**src/rtl/gws_pkg.sv**
```systemverilog
package gws_pkg;
   typedef enum logic [0:0] {
      ST_IDLE = 1'b0,
      ST_RUN  = 1'b1
   } run_state_e;
endpackage

```
**src/rtl/gws_clkdiv.sv**
```systemverilog
module gws_clkdiv #(
   parameter int DIV_W = 8
) (
   input  logic             clk,
   input  logic             rst_n,
   input  logic             run,
   input  logic [DIV_W-1:0] half_div,
   output logic             sclk,
   output logic             rise_evt,
   output logic             fall_evt
);
   logic [DIV_W-1:0] cnt_q;
   logic             sclk_q;
   logic             term;

   assign term     = run && (cnt_q == half_div);
   assign rise_evt = term && !sclk_q;
   assign fall_evt = term && sclk_q;
   assign sclk     = sclk_q;

   always_ff @(posedge clk) begin
      if (!rst_n || !run) begin
         cnt_q  <= '0;
         sclk_q <= 1'b0;
      end else if (term) begin
         cnt_q  <= '0;
         sclk_q <= ~sclk_q;
      end else begin
         cnt_q  <= cnt_q + 1'b1;
      end
   end

   // serial clock rests low whenever no burst runs
   assert_idle_low_R1: assert property (@(posedge clk) disable iff (!rst_n)
      !run |-> !sclk_q);
endmodule

```
**src/rtl/gws_tx.sv**
```systemverilog
module gws_tx #(
   parameter int WORD_W = 16
) (
   input  logic              clk,
   input  logic              rst_n,
   input  logic              in_valid,
   input  logic [WORD_W-1:0] in_data,
   output logic              in_ready,
   input  logic              take,
   input  logic              shift,
   output logic              avail,
   output logic              msb
);
   logic [WORD_W-1:0] hold_q;
   logic [WORD_W-1:0] sr_q;
   logic              full_q;

   assign in_ready = !full_q;
   assign avail    = full_q;
   assign msb      = sr_q[WORD_W-1];

   always_ff @(posedge clk) begin
      if (!rst_n) begin
         hold_q <= '0;
         full_q <= 1'b0;
      end else if (in_valid && !full_q) begin
         hold_q <= in_data;
         full_q <= 1'b1;
      end else if (take) begin
         full_q <= 1'b0;
      end
   end

   always_ff @(posedge clk) begin
      if (!rst_n) sr_q <= '0;
      else if (take) sr_q <= hold_q;
      else if (shift) sr_q <= {sr_q[WORD_W-2:0], 1'b0};
   end

   // one word of look-ahead: an accepted word fills the register
   assert_ready_R10: assert property (@(posedge clk) disable iff (!rst_n)
      (in_valid && in_ready) |=> !in_ready);
endmodule

```
**src/rtl/gws_rx.sv**
```systemverilog
module gws_rx #(
   parameter int WORD_W = 16
) (
   input  logic              clk,
   input  logic              rst_n,
   input  logic              sample,
   input  logic              last,
   input  logic              sdi,
   output logic [WORD_W-1:0] word,
   output logic              valid
);
   logic [WORD_W-1:0] sr_q;

   always_ff @(posedge clk) begin
      if (!rst_n) begin
         sr_q  <= '0;
         word  <= '0;
         valid <= 1'b0;
      end else begin
         valid <= 1'b0;
         if (sample) begin
            sr_q <= {sr_q[WORD_W-2:0], sdi};
            if (last) begin
               word  <= {sr_q[WORD_W-2:0], sdi};
               valid <= 1'b1;
            end
         end
      end
   end

   assert_rx_pulse_R9: assert property (@(posedge clk) disable iff (!rst_n)
      valid |=> !valid);
endmodule

```
**src/rtl/gapless_word_streamer.sv**
```systemverilog
module gapless_word_streamer
   import gws_pkg::*;
#(
   parameter int WORD_W    = 16,
   parameter int BURST_LEN = 1024,
   parameter int DIV_W     = 8
) (
   input  logic              clk,
   input  logic              rst_n,
   input  logic [DIV_W-1:0]  half_div,
   input  logic              start,
   input  logic              in_valid,
   input  logic [WORD_W-1:0] in_data,
   output logic              in_ready,
   output logic              ser_clk,
   output logic              ser_out,
   output logic              word_sync,
   input  logic              ser_in,
   output logic [WORD_W-1:0] rx_data,
   output logic              rx_valid,
   output logic              busy,
   output logic              done,
   output logic              underrun
);
   localparam int BIT_W  = $clog2(WORD_W);
   localparam int WCNT_W = $clog2(BURST_LEN);
   localparam logic [BIT_W-1:0]  LAST_BIT  = BIT_W'(WORD_W - 1);
   localparam logic [WCNT_W-1:0] LAST_WORD = WCNT_W'(BURST_LEN - 1);

   if (WORD_W < 2) begin : g_bad_word
      $error("WORD_W must be at least 2");
   end
   if (BURST_LEN < 2) begin : g_bad_len
      $error("BURST_LEN must be at least 2");
   end
   if (DIV_W < 1) begin : g_bad_div
      $error("DIV_W must be at least 1");
   end

   run_state_e        st_q, st_d;
   logic [BIT_W-1:0]  bit_q, bit_d;
   logic [WCNT_W-1:0] word_q, word_d;
   logic              sync_q, done_q, err_q, done_d, err_d;
   logic              take, shift, avail, tx_msb, rise, fall, running;

   assign running = (st_q == ST_RUN);

   gws_clkdiv #(.DIV_W(DIV_W)) u_div (
      .clk(clk), .rst_n(rst_n), .run(running), .half_div(half_div),
      .sclk(ser_clk), .rise_evt(rise), .fall_evt(fall));

   gws_tx #(.WORD_W(WORD_W)) u_tx (
      .clk(clk), .rst_n(rst_n), .in_valid(in_valid), .in_data(in_data),
      .in_ready(in_ready), .take(take), .shift(shift), .avail(avail),
      .msb(tx_msb));

   gws_rx #(.WORD_W(WORD_W)) u_rx (
      .clk(clk), .rst_n(rst_n), .sample(rise && running),
      .last(bit_q == LAST_BIT), .sdi(ser_in), .word(rx_data),
      .valid(rx_valid));

   always_comb begin
      st_d   = st_q;
      bit_d  = bit_q;
      word_d = word_q;
      done_d = 1'b0;
      err_d  = 1'b0;
      take   = 1'b0;
      shift  = 1'b0;
      if (!running) begin
         if (start) begin
            if (avail) begin
               st_d   = ST_RUN;
               bit_d  = '0;
               word_d = '0;
               take   = 1'b1;
            end else begin
               err_d = 1'b1;
            end
         end
      end else if (fall) begin
         if (bit_q == LAST_BIT) begin
            if (word_q == LAST_WORD) begin
               st_d   = ST_IDLE;
               done_d = 1'b1;
            end else if (avail) begin
               take   = 1'b1;
               bit_d  = '0;
               word_d = word_q + 1'b1;
            end else begin
               st_d  = ST_IDLE;
               err_d = 1'b1;
            end
         end else begin
            shift = 1'b1;
            bit_d = bit_q + 1'b1;
         end
      end
   end

   always_ff @(posedge clk) begin
      if (!rst_n) begin
         st_q   <= ST_IDLE;
         bit_q  <= '0;
         word_q <= '0;
         sync_q <= 1'b0;
         done_q <= 1'b0;
         err_q  <= 1'b0;
      end else begin
         st_q   <= st_d;
         bit_q  <= bit_d;
         word_q <= word_d;
         sync_q <= (st_d == ST_RUN) && (bit_d == LAST_BIT);
         done_q <= done_d;
         err_q  <= err_d;
      end
   end

   assign ser_out   = tx_msb && running;
   assign word_sync = sync_q;
   assign busy      = running;
   assign done      = done_q;
   assign underrun  = err_q;

   assert_data_hold_R2: assert property (@(posedge clk) disable iff (!rst_n)
      (ser_clk && $past(ser_clk)) |-> $stable(ser_out));
   assert_sync_on_fall_R4: assert property (@(posedge clk) disable iff (!rst_n)
      $rose(word_sync) |-> !ser_clk);
   assert_done_stops_R5: assert property (@(posedge clk) disable iff (!rst_n)
      done |-> !busy);
   assert_exclusive_end_R6: assert property (@(posedge clk) disable iff (!rst_n)
      !(done && underrun));
   assert_abort_quiet_R7: assert property (@(posedge clk) disable iff (!rst_n)
      underrun |-> (!ser_clk && !word_sync));
endmodule

```
**config.mk**
```make
export PLATFORM = sky130hd
export DESIGN_NAME = gapless_word_streamer
export DESIGN_NICKNAME = d
export VERILOG_FILES = /design/src/rtl/gws_pkg.sv /design/src/rtl/gws_clkdiv.sv /design/src/rtl/gws_tx.sv /design/src/rtl/gws_rx.sv /design/src/rtl/gapless_word_streamer.sv
export SDC_FILE = /design/constraint.sdc
export NUM_CORES = 1
export LEC_CHECK = 0
export BUFFER_PORTS_ARGS = -buffer_cell sky130_fd_sc_hd__buf_2
export CAP_MARGIN = 20
export CORE_AREA = 2 2 94 96
export CTS_CLUSTER_SIZE = 10
export DETAILED_ROUTE_END_ITERATION = 6
export DIE_AREA = 0 0 96 98
export PLACE_DENSITY = 0.84
export SLEW_MARGIN = 5
export SYNTH_ARGS = -nofsm -noshare
export SYNTH_HDL_FRONTEND = slang
export SYNTH_HIERARCHICAL = 1
export SYNTH_SLANG_ARGS = --single-unit
```
**constraint.sdc**
```tcl
create_clock -name clk -period 2.2 [get_ports clk]
set_input_delay 0.22 -clock clk [delete_from_list [all_inputs] [get_ports clk]]
set_output_delay 0.22 -clock clk [all_outputs]
set_load 0.02 [all_outputs]
```
==> out/summary.txt, run 1 <==
RUN STATUS
-------------------------------------------------------------------------------------------------
Result of the run .................................................................. finished, final reports clean

LAYOUT
-------------------------------------------------------------------------------------------------
Number of standard cells in the final layout excluding fillers .....................          626
Signed area change from the synthesized netlist to the final layout ................        21.6%
Inserted Diodes ....................................................................            0
Layout Nets ........................................................................          546
Filler cell count in the final layout ..............................................          728
Proportion of layout cells with a drive suffix above 1 .............................        29.9%

CRITICAL PATH
-------------------------------------------------------------------------------------------------
Cell family with most CP delay ..................................................... simple AND/OR/NAND/NOR gates
Setup crit start kind ..............................................................     register
Data required time at the worst endpoint ...........................................      2.45 ns
Crit-path max cell delay ...........................................................      0.39 ns
Critical path endpoint ............................................................. u_tx/sr_q[9]
FF-to-FF setup slack ...............................................................      0.01 ns
Worst setup path class ............................................................. register to register
Reg-to-reg critical path endpoint .................................................. u_tx/sr_q[9]
Critical path data arrival time ....................................................      2.44 ns
Critical path startpoint ........................................................... u_div/cnt_q[4]
Number of buffer and inverter stages on the critical path ..........................            4
Cell-by-cell listing of the critical path .......................................... xnor2_2, nand4_2, nor2_4, and3_4, nand2_4, a311oi_4, buf_4, o21ai_4, clkinv_4, buf_6, inv_8, o21ai_2, a21oi_1
Critical Path Sink Type ............................................................     register
Max Fanout on Critical Path ........................................................           14
Worst R2R Path Depth ...............................................................           13
Launch instance of the worst register-to-register path ............................. u_div/cnt_q[4]
Critical path depth in cells .......................................................           13
Critical-path cell with the highest stage delay .................................... sky130_fd_sc_hd__dfxtp_1

POWER AND IR DROP
-------------------------------------------------------------------------------------------------
Fraction of power consumed by sequential logic .....................................        55.7%
Power density over the cells .......................................................   628 nW/µm²
Internal portion of total power ....................................................      2.34 mW
Psw ................................................................................       763 µW
Total leakage power ................................................................      1.85 nW
Comb power frac ....................................................................         8.6%
Switching share of total power .....................................................        24.6%
Worst-case vdd ir drop .............................................................     0.310 mV
Proportion of power drawn by the clock network .....................................        35.7%

TIMING
-------------------------------------------------------------------------------------------------
Clock skew .........................................................................    0.0138 ns
Setup repair after global routing missed its margin ................................          yes
Normalized max-slew margin .........................................................        54.9%
Worst slack on hold paths ..........................................................    0.0960 ns
Worst-Margin Slew ..................................................................     0.676 ns
Worst setup margin .................................................................    0.0101 ns
Final hold vios ....................................................................            0
Final setup TNS ....................................................................         0 ns
Number of slew-limit violations in the final report ................................            0
Maximum clock rate .................................................................    0.457 GHz
Fin crit share .....................................................................        99.5%
Min Clock Period, post-route .......................................................      2.19 ns
Final setup violation count ........................................................            0

LOGIC SYNTHESIS
-------------------------------------------------------------------------------------------------
Fraction of synthesized cell area taken by the top area cell type ..................        45.3%
Number of distinct library cell variants in the gate-level netlist after synthesis .           51
Number of enable-type register cells in the synthesized netlist ....................            0
Sequential fraction of the synthesis area ..........................................        45.3%
Post-synth top area cell ........................................................... sky130_fd_sc_hd__dfxtp_1
FF+latch count, synth ..............................................................           92
Async SR Flop Fraction .............................................................           0%
Flip-flop cell with the highest count after synthesis .............................. sky130_fd_sc_hd__dfxtp_1
Area of the mapped netlist .........................................................     4070 µm²
Leading post-synthesis cells by cell area .......................................... sky130_fd_sc_hd__dfxtp_1 (45%), sky130_fd_sc_hd__mux2i_1 (7.6%), sky130_fd_sc_hd__nand2_1 (5.8%), sky130_fd_sc_hd__o21ai_0 (4.1%), sky130_fd_sc_hd__nor2b_1 (3.4%)
Synthesized area per cell ..........................................................     9.20 µm²
Number of instances in the synthesized netlist .....................................          442
Post-Synthesis Net Count ...........................................................          474
Synthesis warning total ............................................................            6

CLOCK TREE
-------------------------------------------------------------------------------------------------
Clock-pin transition on the worst setup and hold timing paths ......................      0.09 ns
Buffer cell driving the clock tree root ............................................ sky130_fd_sc_hd__clkbuf_8
Total clock buffers created by CTS .................................................            9
Sinks on Clock Net .................................................................           92
Maximum level of the CTS H-tree ....................................................            3
Post-CTS Hold Fix Bufs .............................................................            0
CTS tree ...........................................................................         done
Clock latency on the worst-skew pair ...............................................      0.36 ns
CTS max path bufs ..................................................................            2

FLOORPLANNING
-------------------------------------------------------------------------------------------------
Effective utilization at floorplan .................................................        48.0%
Standard-cell row count ............................................................           34
Area enclosed by the die boundary ..................................................     9410 µm²
Total core area ....................................................................     8470 µm²
Width of the die ...................................................................        96 µm
Die Ht .............................................................................        98 µm
I/O pin cnt ........................................................................           53

GRT
-------------------------------------------------------------------------------------------------
Global route overflow ..............................................................            0
Largest net degree at the start of global routing ..................................           51
GR Util All Layers .................................................................        17.7%
Vias in the first global route .....................................................        3,108
Wire length of the first global-routing pass .......................................      13.3 mm
Initial antenna violation count ....................................................            0

DETAILED ROUTING
-------------------------------------------------------------------------------------------------
DR DRC count .......................................................................            0
Drt pass-1 iters ...................................................................            4
ANT nets after route ...............................................................            0
Avg WL per Cell ....................................................................      13.8 µm
Final routed wirelength across all metal layers ....................................      8.66 mm
Initial detailed-routing violation count ...........................................          148
Overall via count from detail_route ................................................        3,359
Vias/cell ..........................................................................         5.37

PLACE
-------------------------------------------------------------------------------------------------
Placed cells .......................................................................          597
Gp weighted congestion .............................................................        0.866
Post-Place Setup Slack .............................................................   -0.0884 ns
Buffers added on ports .............................................................           52
Post-detail-place hpwl .............................................................      5.55 mm

JOB
-------------------------------------------------------------------------------------------------
Number of violations of the max-capacitance limit ..................................            0

WORST HOLD PATH
-------------------------------------------------------------------------------------------------
Class of the tightest hold or removal check ........................................ input port to register

Yosys cell counts (all sizes together) (8+ instances only):
| library cell | count |
|---|---|
| nor2 | 21 |
| nor2b | 22 |
| nand4 | 19 |
| nand2 | 63 |
| buf | 18 |
| inv | 8 |
| a21boi | 18 |
| o21ai | 47 |
| xnor2 | 12 |
| clkbuf | 8 |
| nand3 | 12 |
| a21oi | 24 |
| mux2i | 31 |
| dfxtp | 92 |
routing by layer:
| metal | routed length (µm) | up-vias | track usage [%] | share of wire (%) |
|---|---|---|---|---|
| li1 | - | 1680 | - | - |
| met1 | 3660 | 1579 | 20.7 | 42 |
| met2 | 4410 | 85 | 30.0 | 51 |
| met3 | 453 | 15 | 4.78 | 5.2 |
| met4 | 143 | 0 | 7.36 | 1.7 |
| met5 | 0 | - | 0 | 0 |
power groups by stage:
stage	clock network (mW)	registers (mW)	logic, mW
2_1_floorplan	0	1.77	0.158
3_3_place_gp	0	1.77	0.225
3_5_place_dp	0	1.77	0.232
4_1_cts	1.14	1.73	0.236
5_1_grt	1.21	1.74	0.294
6_report	1.11	1.73	0.266
through the flow:
| step | cell area [µm²] | util, % | total power, mW |
|---|---|---|---|
| after floorplan | 4110 | - | 1.93 |
| after global placement | 4480 | 52.9 | 1.99 |
| after detailed placement | 4480 | 52.9 | 2.00 |
| after CTS | 4710 | 55.6 | 3.10 |
| after global routing | 4940 | 58.4 | 3.24 |
| final | 4940 | 58.4 | 3.10 |
worst min-delay path by stage:
| stage | startpoint | to | slack [ns] | cells after the start |
|---|---|---|---|---|
| global placement | u_rx/word[5] | u_rx/word[5] | 0.43 | 2 |
| global route | in_data[3] | u_tx/hold_q[3] | 0.09 | 3 |
| detailed placement | u_rx/word[11] | u_rx/word[11] | 0.44 | 2 |
| CTS | in_data[6] | u_tx/hold_q[6] | 0.09 | 3 |
| finish | in_data[6] | u_tx/hold_q[6] | 0.1 | 3 |
| floorplan | in_data[3] | u_tx/hold_q[3] | 0.36 | 2 |
cell type report:
class | instances | area, µm² | area share (%)
multi-input combinational | 316 | 2120 | 43.0
tap | 108 | 135 | 2.73
timing repair inverter | 1 | 11.3 | 0.228
timing repair buffer | 86 | 587 | 11.9
clock buffer | 9 | 124 | 2.51
sequential | 92 | 1850 | 37.5
inverter | 8 | 47.5 | 0.962
clock inverter | 6 | 62.6 | 1.27
cells in the final DEF (no fill, tap or decap), types with 6 or more instances in the layout:
master / synthesis / routed
sky130_fd_sc_hd__dfxtp_1: 92 / 86
sky130_fd_sc_hd__nand2_1: 63 / 62
sky130_fd_sc_hd__buf_2: 4 / 52
sky130_fd_sc_hd__buf_4: 4 / 27
sky130_fd_sc_hd__mux2i_1: 31 / 27
sky130_fd_sc_hd__o21ai_1: 14 / 24
sky130_fd_sc_hd__nor2b_1: 22 / 22
sky130_fd_sc_hd__a21oi_1: 24 / 20
sky130_fd_sc_hd__nor2_1: 20 / 19
sky130_fd_sc_hd__nand4_1: 18 / 18
sky130_fd_sc_hd__o21ai_0: 33 / 16
sky130_fd_sc_hd__nand3_1: 12 / 12
sky130_fd_sc_hd__a21boi_2: 10 / 10
sky130_fd_sc_hd__clkbuf_8: 0 / 9
sky130_fd_sc_hd__xnor2_1: 12 / 9
sky130_fd_sc_hd__a21boi_0: 8 / 7
sky130_fd_sc_hd__inv_1: 7 / 6
sky130_fd_sc_hd__o21ai_2: 0 / 6
sky130_fd_sc_hd__xor2_1: 6 / 6
kinds of logic (layout without fill, tap and decap cells):
group / Yosys count / count (layout) / share of synthesized area (%)
XOR/XNOR: 18 / 18 / 3.88
AO/OA/AOI/OAI: 100 / 100 / 15.6
AND/OR/NAND/NOR: 164 / 164 / 20.9
buffers and inverters: 34 / 110 / 5.75
adder cells (fa/ha/maj): 3 / 3 / 0.923
flip-flops: 92 / 92 / 45.3
multiplexers: 31 / 31 / 7.63
registers in the layout, summed over array words and instances, names as in the netlist:
name,count
u_rx/word,16
u_tx/hold_q,16
u_tx/sr_q,16
u_rx/sr_q,15
word_q,10
u_div/cnt_q,8
bit_q,4
busy,1
done,1
u_div/sclk,1
u_rx/valid,1
u_tx/avail,1
underrun,1
word_sync,1
timing repair:
action                     CTS  global route
gates resized for setup      2            41
setup buffers                5             5
pin swaps                    7             4
setup endpoints to repair   19            56
gates cloned                 0             3
worst register-to-register path, cell delays in order, from the launching register on:
cell and delay (ns):
sky130_fd_sc_hd__dfxtp_1 0.39, sky130_fd_sc_hd__xnor2_2 0.14, sky130_fd_sc_hd__nand4_2 0.17, sky130_fd_sc_hd__nor2_4 0.16, sky130_fd_sc_hd__and3_4 0.22, sky130_fd_sc_hd__nand2_4 0.08
sky130_fd_sc_hd__a311oi_4 0.26, sky130_fd_sc_hd__buf_4 0.18, sky130_fd_sc_hd__o21ai_4 0.07, sky130_fd_sc_hd__clkinv_4 0.10, sky130_fd_sc_hd__buf_6 0.12, sky130_fd_sc_hd__inv_8 0.05
sky130_fd_sc_hd__o21ai_2 0.12, sky130_fd_sc_hd__a21oi_1 0.05
Note: power is estimated with default switching activity, not from simulation.
==> inputs of run 2 (changes only) <==
--- a/config.mk
+++ b/config.mk
@@ -7,11 +7,11 @@
 export LEC_CHECK = 0
 export BUFFER_PORTS_ARGS = -buffer_cell sky130_fd_sc_hd__buf_2
 export CAP_MARGIN = 20
-export CORE_AREA = 2 2 94 96
+export CORE_AREA = 2 2 108 84
 export CTS_CLUSTER_SIZE = 10
 export DETAILED_ROUTE_END_ITERATION = 6
-export DIE_AREA = 0 0 96 98
-export PLACE_DENSITY = 0.84
+export DIE_AREA = 0 0 110 86
+export PLACE_DENSITY = 0.81
 export SLEW_MARGIN = 5
 export SYNTH_ARGS = -nofsm -noshare
 export SYNTH_HDL_FRONTEND = slang
==> constraint.sdc (replaced) <==
create_clock -name clk -period 2.59 [get_ports clk]
set_input_delay 0 -clock clk [delete_from_list [all_inputs] [get_ports clk]]
set_output_delay 0 -clock clk [all_outputs]
set_load 0.02 [all_outputs]
==> run 2 against run 1 <==
  * Total power fell by 13%
  * Combinational power fell by 23%
  * Register-to-register slack improved by 0.17 ns
  * First-iteration DRC count rose by 56%
  * Setup slack improved by 0.17 ns
  * Design area fell by 4.0%
==> out/summary.txt, run 2 (synthesized netlist as in run 1, its figures left out) <==
RUN STATUS
----------------------------------------------------------------------------------
Result of the run ................................................... finished, final reports clean   unchanged

PLACE
----------------------------------------------------------------------------------
Gp weighted congestion ..............................................        0.874   was 0.866
Buffers added on ports ..............................................           52   unchanged
Post-detail-place hpwl ..............................................      5.36 mm   was 5.55 mm

FLOORPLANNING
----------------------------------------------------------------------------------
Width of the die ....................................................       110 µm   was 96 µm
Area enclosed by the die boundary ...................................     9460 µm²   was 9410 µm²
Effective utilization at floorplan ..................................        48.9%   was 48.0%
Die Ht ..............................................................        86 µm   was 98 µm
Standard-cell row count .............................................           29   was 34
Total core area .....................................................     8310 µm²   was 8470 µm²
I/O pin cnt .........................................................           53   unchanged

LAYOUT
----------------------------------------------------------------------------------
Post-route core utilization .........................................        57.1%   was 58.4%
Registers with the most flip-flops .................................. u_rx/word x16, u_tx/hold_q x16, u_tx/sr_q x16   unchanged
Leading cell types in the layout, fill and taps excluded ............ sky130_fd_sc_hd__dfxtp_1 (91), sky130_fd_sc_hd__nand2_1 (62), sky130_fd_sc_hd__buf_2 (52)   was sky130_fd_sc_hd__dfxtp_1 (86), sky130_fd_sc_hd__nand2_1 (62), sky130_fd_sc_hd__buf_2 (52)
Proportion of layout cells with a drive suffix above 1 ..............        20.2%   was 29.9%
Inserted Diodes .....................................................            0   unchanged
Layout Nets .........................................................          539   was 546
Filler cell count in the final layout ...............................          719   was 728
Signed area change from the synthesized netlist to the final layout .        16.6%   was 21.6%
Commonest non-fill, non-tap cell in the layout ...................... sky130_fd_sc_hd__dfxtp_1   unchanged

CLOCK TREE
----------------------------------------------------------------------------------
Clock latency on the worst-skew pair ................................      0.36 ns   about the same
Maximum level of the CTS H-tree .....................................            3   unchanged
Sinks on Clock Net ..................................................           92   unchanged
Total clock buffers created by CTS ..................................            9   unchanged
CTS tree ............................................................         done   unchanged
Clock-pin transition on the worst setup and hold timing paths .......      0.08 ns   was 0.09 ns
Buffer cell driving the clock tree root ............................. sky130_fd_sc_hd__clkbuf_8   unchanged
CTS max path bufs ...................................................            2   unchanged

DETAILED ROUTING
----------------------------------------------------------------------------------
DR DRC count ........................................................            0   unchanged
Avg WL per Cell .....................................................      12.9 µm   was 13.8 µm
Drt pass-1 iters ....................................................            4   unchanged
ANT nets after route ................................................            0   unchanged
Initial detailed-routing violation count ............................          231   was 148
Overall via count from detail_route .................................        3,178   was 3,359
Vias/cell ...........................................................         5.13   was 5.37
Final routed wirelength across all metal layers .....................      7.99 mm   was 8.66 mm

POWER AND IR DROP
----------------------------------------------------------------------------------
Worst-case vdd ir drop ..............................................     0.383 mV   was 0.310 mV
Power density over the cells ........................................   569 nW/µm²   was 628 nW/µm²
Total leakage power .................................................      1.71 nW   was 1.85 nW
Post-route total power ..............................................      2.70 mW   was 3.10 mW

CRITICAL PATH
----------------------------------------------------------------------------------
Setup crit start kind ...............................................     register   unchanged
Data required time at the worst endpoint ............................      2.83 ns   was 2.45 ns
Cell-by-cell listing of the critical path ........................... xnor2_1, nand4_1, nor2_4, and3_1, nand2_2, a311oi_2, o21ai_1, inv_2, inv_4, o21ai_0, a21oi_1   was xnor2_2, nand4_2, nor2_4, and3_4, nand2_4, a311oi_4, buf_4, o21ai_4, clkinv_4, buf_6, inv_8, o21ai_2, a21oi_1
Critical path data arrival time .....................................      2.65 ns   was 2.44 ns
Critical-path cell with the highest stage delay ..................... sky130_fd_sc_hd__dfxtp_1   unchanged
Critical Path Sink Type .............................................     register   unchanged
Max Fanout on Critical Path .........................................           30   was 14
Crit-path max cell delay ............................................      0.40 ns   was 0.39 ns
Worst setup path class .............................................. register to register   unchanged

TIMING
----------------------------------------------------------------------------------
Final setup TNS .....................................................         0 ns   unchanged
Maximum clock rate ..................................................    0.415 GHz   was 0.457 GHz
Number of slew-limit violations in the final report .................            0   unchanged
Final hold vios .....................................................            0   unchanged
Final setup violation count .........................................            0   unchanged
Fin crit share ......................................................        93.0%   was 99.5%
Normalized max-slew margin ..........................................        32.6%   was 54.9%
Setup repair after global routing missed its margin .................           no   was yes
Worst-Margin Slew ...................................................      1.01 ns   was 0.676 ns
Min Clock Period, post-route ........................................      2.41 ns   was 2.19 ns
Clock skew ..........................................................   0.00985 ns   was 0.0138 ns
Worst slack on hold paths ...........................................     0.110 ns   was 0.0960 ns

GRT
----------------------------------------------------------------------------------
Global route overflow ...............................................            0   unchanged
Wire length of the first global-routing pass ........................      13.4 mm   was 13.3 mm
Initial antenna violation count .....................................            0   unchanged
Largest net degree at the start of global routing ...................           42   was 51
GR Util All Layers ..................................................        17.9%   was 17.7%
Vias in the first global route ......................................        2,986   was 3,108

WORST HOLD PATH
----------------------------------------------------------------------------------
Class of the tightest hold or removal check ......................... input port to register   unchanged

JOB
----------------------------------------------------------------------------------
Number of violations of the max-capacitance limit ...................            0   unchanged

[run 2: cell types whose count changed in the layout (fill, tap and decap cells not counted), sizes merged]
| cell | before | now |
|---|---|---|
| buf | 84 | 63 |
| bufinv | 1 | 2 |
| clkinv | 5 | 0 |
| dlygate4sd3 | 0 | 17 |
| clkinvlp | 0 | 2 |
| inv | 9 | 8 |
[run 2: path summary, 6_finish.rpt]
path | cells after the start | startpoint | slack, ns | end
setup / recovery | 11 | u_div/cnt_q[5] | 0.18 | u_tx/sr_q[3]
setup reg to reg | 11 | u_div/cnt_q[5] | 0.18 | u_tx/sr_q[3]
hold / removal | 3 | rst_n | 0.11 | done
hold reg to reg | 2 | u_rx/word[6] | 0.45 | u_rx/word[6]
[run 2: where the power goes]
part / internal [mW] / total, mW / switching [mW]
clock network: 0.539 / 1.02 / 0.485
registers: 1.45 / 1.47 / 0.0217
logic: 0.0919 / 0.204 / 0.113
[run 2: cell type report]
type                    count  area, µm²  share of cell area (%)
flip-flops and latches     92       1840                    38.9
multi-input cells         316       2000                    42.2
inverters                   8       32.5                   0.686
repair buffers             80        526                    11.1
clock inverters             4       75.1                    1.58
well taps                 108        135                    2.85
clock buffers              11        131                    2.77
[run 2: worst max-delay path, delay by kind of cell (launching register included)]
family	cells	cell delay, ns
buf+inv	2	0.29
flops	1	0.40
simple gates	4	0.67
xor+xnor	1	0.14
compound gates	4	0.78
[run 2: per-layer routing]
layer	vias up	GRT usage (%)	routed length [µm]	share of wire (%)
met5	-	0	0	0
met4	0	5.64	78	0.98
met3	8	5.32	396	5.0
met2	66	28.8	3580	45
met1	1441	23.0	3940	49
li1	1663	-	-	-
[run 2: metrics by stage]
stage / instance area (µm²) / worst slack, ns / instances
2_1_floorplan: 4070 / 0.199 / 442
3_3_place_gp: 4340 / 0.212 / 585
3_5_place_dp: 4340 / 0.00224 / 585
4_1_cts: 4720 / 0.00140 / 617
5_1_grt: 4740 / 0.00357 / 619
6_report: 4740 / 0.181 / 619
[run 2: repair_timing]
| action | in CTS | in global routing |
|---|---|---|
| endpoints found under the hold margin | 18 | 0 |
| gates resized for setup | 0 | 8 |
| hold buffers | 17 | 0 |
| buffers inserted | 0 | 2 |
| setup endpoints to repair | 0 | 18 |
==> inputs of run 3 (changes only) <==
--- a/config.mk
+++ b/config.mk
@@ -11,6 +11,7 @@
 export CTS_CLUSTER_SIZE = 10
 export DETAILED_ROUTE_END_ITERATION = 6
 export DIE_AREA = 0 0 110 86
+export GPL_TIMING_DRIVEN = 0
 export PLACE_DENSITY = 0.81
 export SLEW_MARGIN = 5
 export SYNTH_ARGS = -nofsm -noshare
==> run 3 against run 2 <==
  * Highest routed layer unchanged
  * Clock skew grew 0.0039 ns
  * Die area unchanged
  * Critical path depth decreased by 1
==> out/summary.txt, run 3 (synthesized netlist as in run 1, its figures left out) <==
RUN STATUS
----------------------------------------------------------------------------------
Result of the run ................................................... finished, final reports clean   unchanged

GRT
----------------------------------------------------------------------------------
Global route overflow ...............................................            0   unchanged
GR Util All Layers ..................................................        19.8%   was 17.9%
Vias in the first global route ......................................        3,198   was 2,986
Wire length of the first global-routing pass ........................      14.7 mm   was 13.4 mm
Initial antenna violation count .....................................            0   unchanged
Largest net degree at the start of global routing ...................           17   was 42

TIMING
----------------------------------------------------------------------------------
Fin crit share ......................................................        96.8%   was 93.0%
Normalized max-slew margin ..........................................        61.5%   was 32.6%
Setup repair after global routing missed its margin .................           no   unchanged
Final setup TNS .....................................................         0 ns   unchanged
Clock skew ..........................................................    0.0138 ns   was 0.00985 ns
Final setup violation count .........................................            0   unchanged
Worst-Margin Slew ...................................................     0.576 ns   was 1.01 ns
Worst setup margin ..................................................    0.0830 ns   was 0.181 ns
Min Clock Period, post-route ........................................      2.51 ns   was 2.41 ns
Final hold vios .....................................................            0   unchanged
Maximum clock rate ..................................................    0.399 GHz   was 0.415 GHz
Number of slew-limit violations in the final report .................            0   unchanged
Worst slack on hold paths ...........................................    0.0683 ns   was 0.110 ns

CRITICAL PATH
----------------------------------------------------------------------------------
Crit-path max cell delay ............................................      0.39 ns   was 0.40 ns
Critical-path cell with the highest stage delay ..................... sky130_fd_sc_hd__dfxtp_1   unchanged
Setup crit start kind ...............................................     register   unchanged
Data required time at the worst endpoint ............................      2.89 ns   was 2.83 ns
Critical Path Sink Type .............................................     register   unchanged
FF-to-FF setup slack ................................................      0.08 ns   was 0.18 ns
Critical path startpoint ............................................ u_div/cnt_q[6]   was u_div/cnt_q[5]
Critical path data arrival time .....................................      2.80 ns   was 2.65 ns
Reg-to-reg critical path endpoint ...................................    word_q[6]   was u_tx/sr_q[3]
Critical path endpoint ..............................................    word_q[6]   was u_tx/sr_q[3]
Worst setup path class .............................................. register to register   unchanged
Max Fanout on Critical Path .........................................            6   was 30
Cell-by-cell listing of the critical path ........................... xnor2_1, nand4_1, nor2_2, and3_4, nand2_4, a311oi_4, buf_4, o21ai_1, or3_1, a21oi_1   was xnor2_1, nand4_1, nor2_4, and3_1, nand2_2, a311oi_2, o21ai_1, inv_2, inv_4, o21ai_0, a21oi_1
Worst R2R Path Depth ................................................           10   was 11
Launch instance of the worst register-to-register path .............. u_div/cnt_q[6]   was u_div/cnt_q[5]

CLOCK TREE
----------------------------------------------------------------------------------
Clock-pin transition on the worst setup and hold timing paths .......      0.09 ns   was 0.08 ns
CTS max path bufs ...................................................            2   unchanged
CTS tree ............................................................         done   unchanged
Clock latency on the worst-skew pair ................................      0.37 ns   was 0.36 ns
Sinks on Clock Net ..................................................           92   unchanged
Buffer cell driving the clock tree root ............................. sky130_fd_sc_hd__clkbuf_8   unchanged
Total clock buffers created by CTS ..................................            9   unchanged
Maximum level of the CTS H-tree .....................................            3   unchanged

FLOORPLANNING
----------------------------------------------------------------------------------
Effective utilization at floorplan ..................................        48.9%   unchanged
Die Ht ..............................................................        86 µm   unchanged
I/O pin cnt .........................................................           53   unchanged
Area enclosed by the die boundary ...................................     9460 µm²   unchanged
Width of the die ....................................................       110 µm   unchanged
Total core area .....................................................     8310 µm²   unchanged
Standard-cell row count .............................................           29   unchanged

DETAILED ROUTING
----------------------------------------------------------------------------------
Overall via count from detail_route .................................        3,369   was 3,178
DR DRC count ........................................................            0   unchanged
Initial detailed-routing violation count ............................          287   was 231
Vias/cell ...........................................................         5.28   was 5.13
Drt pass-1 iters ....................................................            4   unchanged
Avg WL per Cell .....................................................      13.9 µm   was 12.9 µm
ANT nets after route ................................................            0   unchanged
Final routed wirelength across all metal layers .....................      8.84 mm   was 7.99 mm

LAYOUT
----------------------------------------------------------------------------------
Layout Nets .........................................................          557   was 539
Signed area change from the synthesized netlist to the final layout .        22.1%   was 16.6%
Inserted Diodes .....................................................            0   unchanged
Leading cell types in the layout, fill and taps excluded ............ sky130_fd_sc_hd__dfxtp_1 (87), sky130_fd_sc_hd__nand2_1 (62), sky130_fd_sc_hd__buf_2 (57)   was sky130_fd_sc_hd__dfxtp_1 (91), sky130_fd_sc_hd__nand2_1 (62), sky130_fd_sc_hd__buf_2 (52)
Registers with the most flip-flops .................................. u_rx/word x16, u_tx/hold_q x16, u_tx/sr_q x16   unchanged
Commonest non-fill, non-tap cell in the layout ...................... sky130_fd_sc_hd__dfxtp_1   unchanged
Post-route core utilization .........................................        59.8%   was 57.1%
Filler cell count in the final layout ...............................          696   was 719
Proportion of layout cells with a drive suffix above 1 ..............        23.6%   was 20.2%
Post-route cell area ................................................     4960 µm²   was 4740 µm²
Number of standard cells in the final layout excluding fillers ......          638   was 619

PLACE
----------------------------------------------------------------------------------
Post-detail-place hpwl ..............................................      6.17 mm   was 5.36 mm
Placed cells ........................................................          602   was 585
Post-Place Setup Slack ..............................................    -0.334 ns   was 0.00224 ns
Gp weighted congestion ..............................................        0.875   was 0.874
Buffers added on ports ..............................................           52   unchanged
DP Area .............................................................     4460 µm²   was 4340 µm²

POWER AND IR DROP
----------------------------------------------------------------------------------
Power density over the cells ........................................   584 nW/µm²   was 569 nW/µm²
Total leakage power .................................................      1.84 nW   was 1.71 nW
Worst-case vdd ir drop ..............................................     0.424 mV   was 0.383 mV
Post-route total power ..............................................      2.90 mW   was 2.70 mW

WORST HOLD PATH
----------------------------------------------------------------------------------
Min-delay src .......................................................        rst_n   unchanged
Min-Delay Path Depth ................................................            2   was 3
Class of the tightest hold or removal check ......................... input port to register   unchanged

JOB
----------------------------------------------------------------------------------
Number of violations of the max-capacitance limit ...................            0   unchanged

[run 3: layer usage]
layer	routed length [µm]	up-vias	part of all wire, %	global-route usage [%]
li1	-	1709	-	-
met1	4070	1565	46	24.0
met2	4220	77	48	33.8
met3	393	18	4.4	5.40
met4	156	0	1.8	6.79
met5	0	-	0	0
[run 3: final cells by class]
cell class	instances	area (µm²)	area share (%)
Multi-Input combinational cell	316	2040	41.1
Buffer	26	205	4.13
Clock inverter	6	116	2.34
Sequential cell	92	1850	37.2
Timing Repair Buffer	72	453	9.12
Clock buffer	10	138	2.77
Inverter	8	30.0	0.605
Tap cell	108	135	2.72
[run 3: repair_timing]
action | CTS | global route
pin swaps | 1 | 4
hold endpoints to repair | 18 | 0
endpoints found under the setup margin | 21 | 18
resized for setup | 7 | 20
hold buffers | 17 | 0
buffers inserted | 1 | 2
[run 3: worst min-delay path by stage]
stage	to	slack, ns
after floorplan	u_tx/hold_q[1]	0.14
after global placement	u_tx/hold_q[5]	0.25
after detailed placement	u_tx/hold_q[3]	0.26
after CTS	u_tx/hold_q[15]	0.05
after global routing	u_tx/hold_q[15]	0.07
final	u_tx/hold_q[15]	0.07
[run 3: where the power goes]
| part | switching [mW] | internal [mW] | leakage, nW |
|---|---|---|---|
| Clock | 0.522 | 0.678 | 0.128 |
| Combinational | 0.118 | 0.103 | 0.961 |
| Sequential | 0.0280 | 1.45 | 0.748 |
| Total | 0.668 | 2.23 | 1.84 |
[run 3: critical path: cells and delay by family, from the launching register on]
family | cells | cell delay, ns
AND/OR/NAND/NOR | 5 | 1.10
AO/OA/AOI/OAI | 3 | 0.61
flip-flops | 1 | 0.39
buffers and inverters | 1 | 0.20
XOR/XNOR | 1 | 0.14
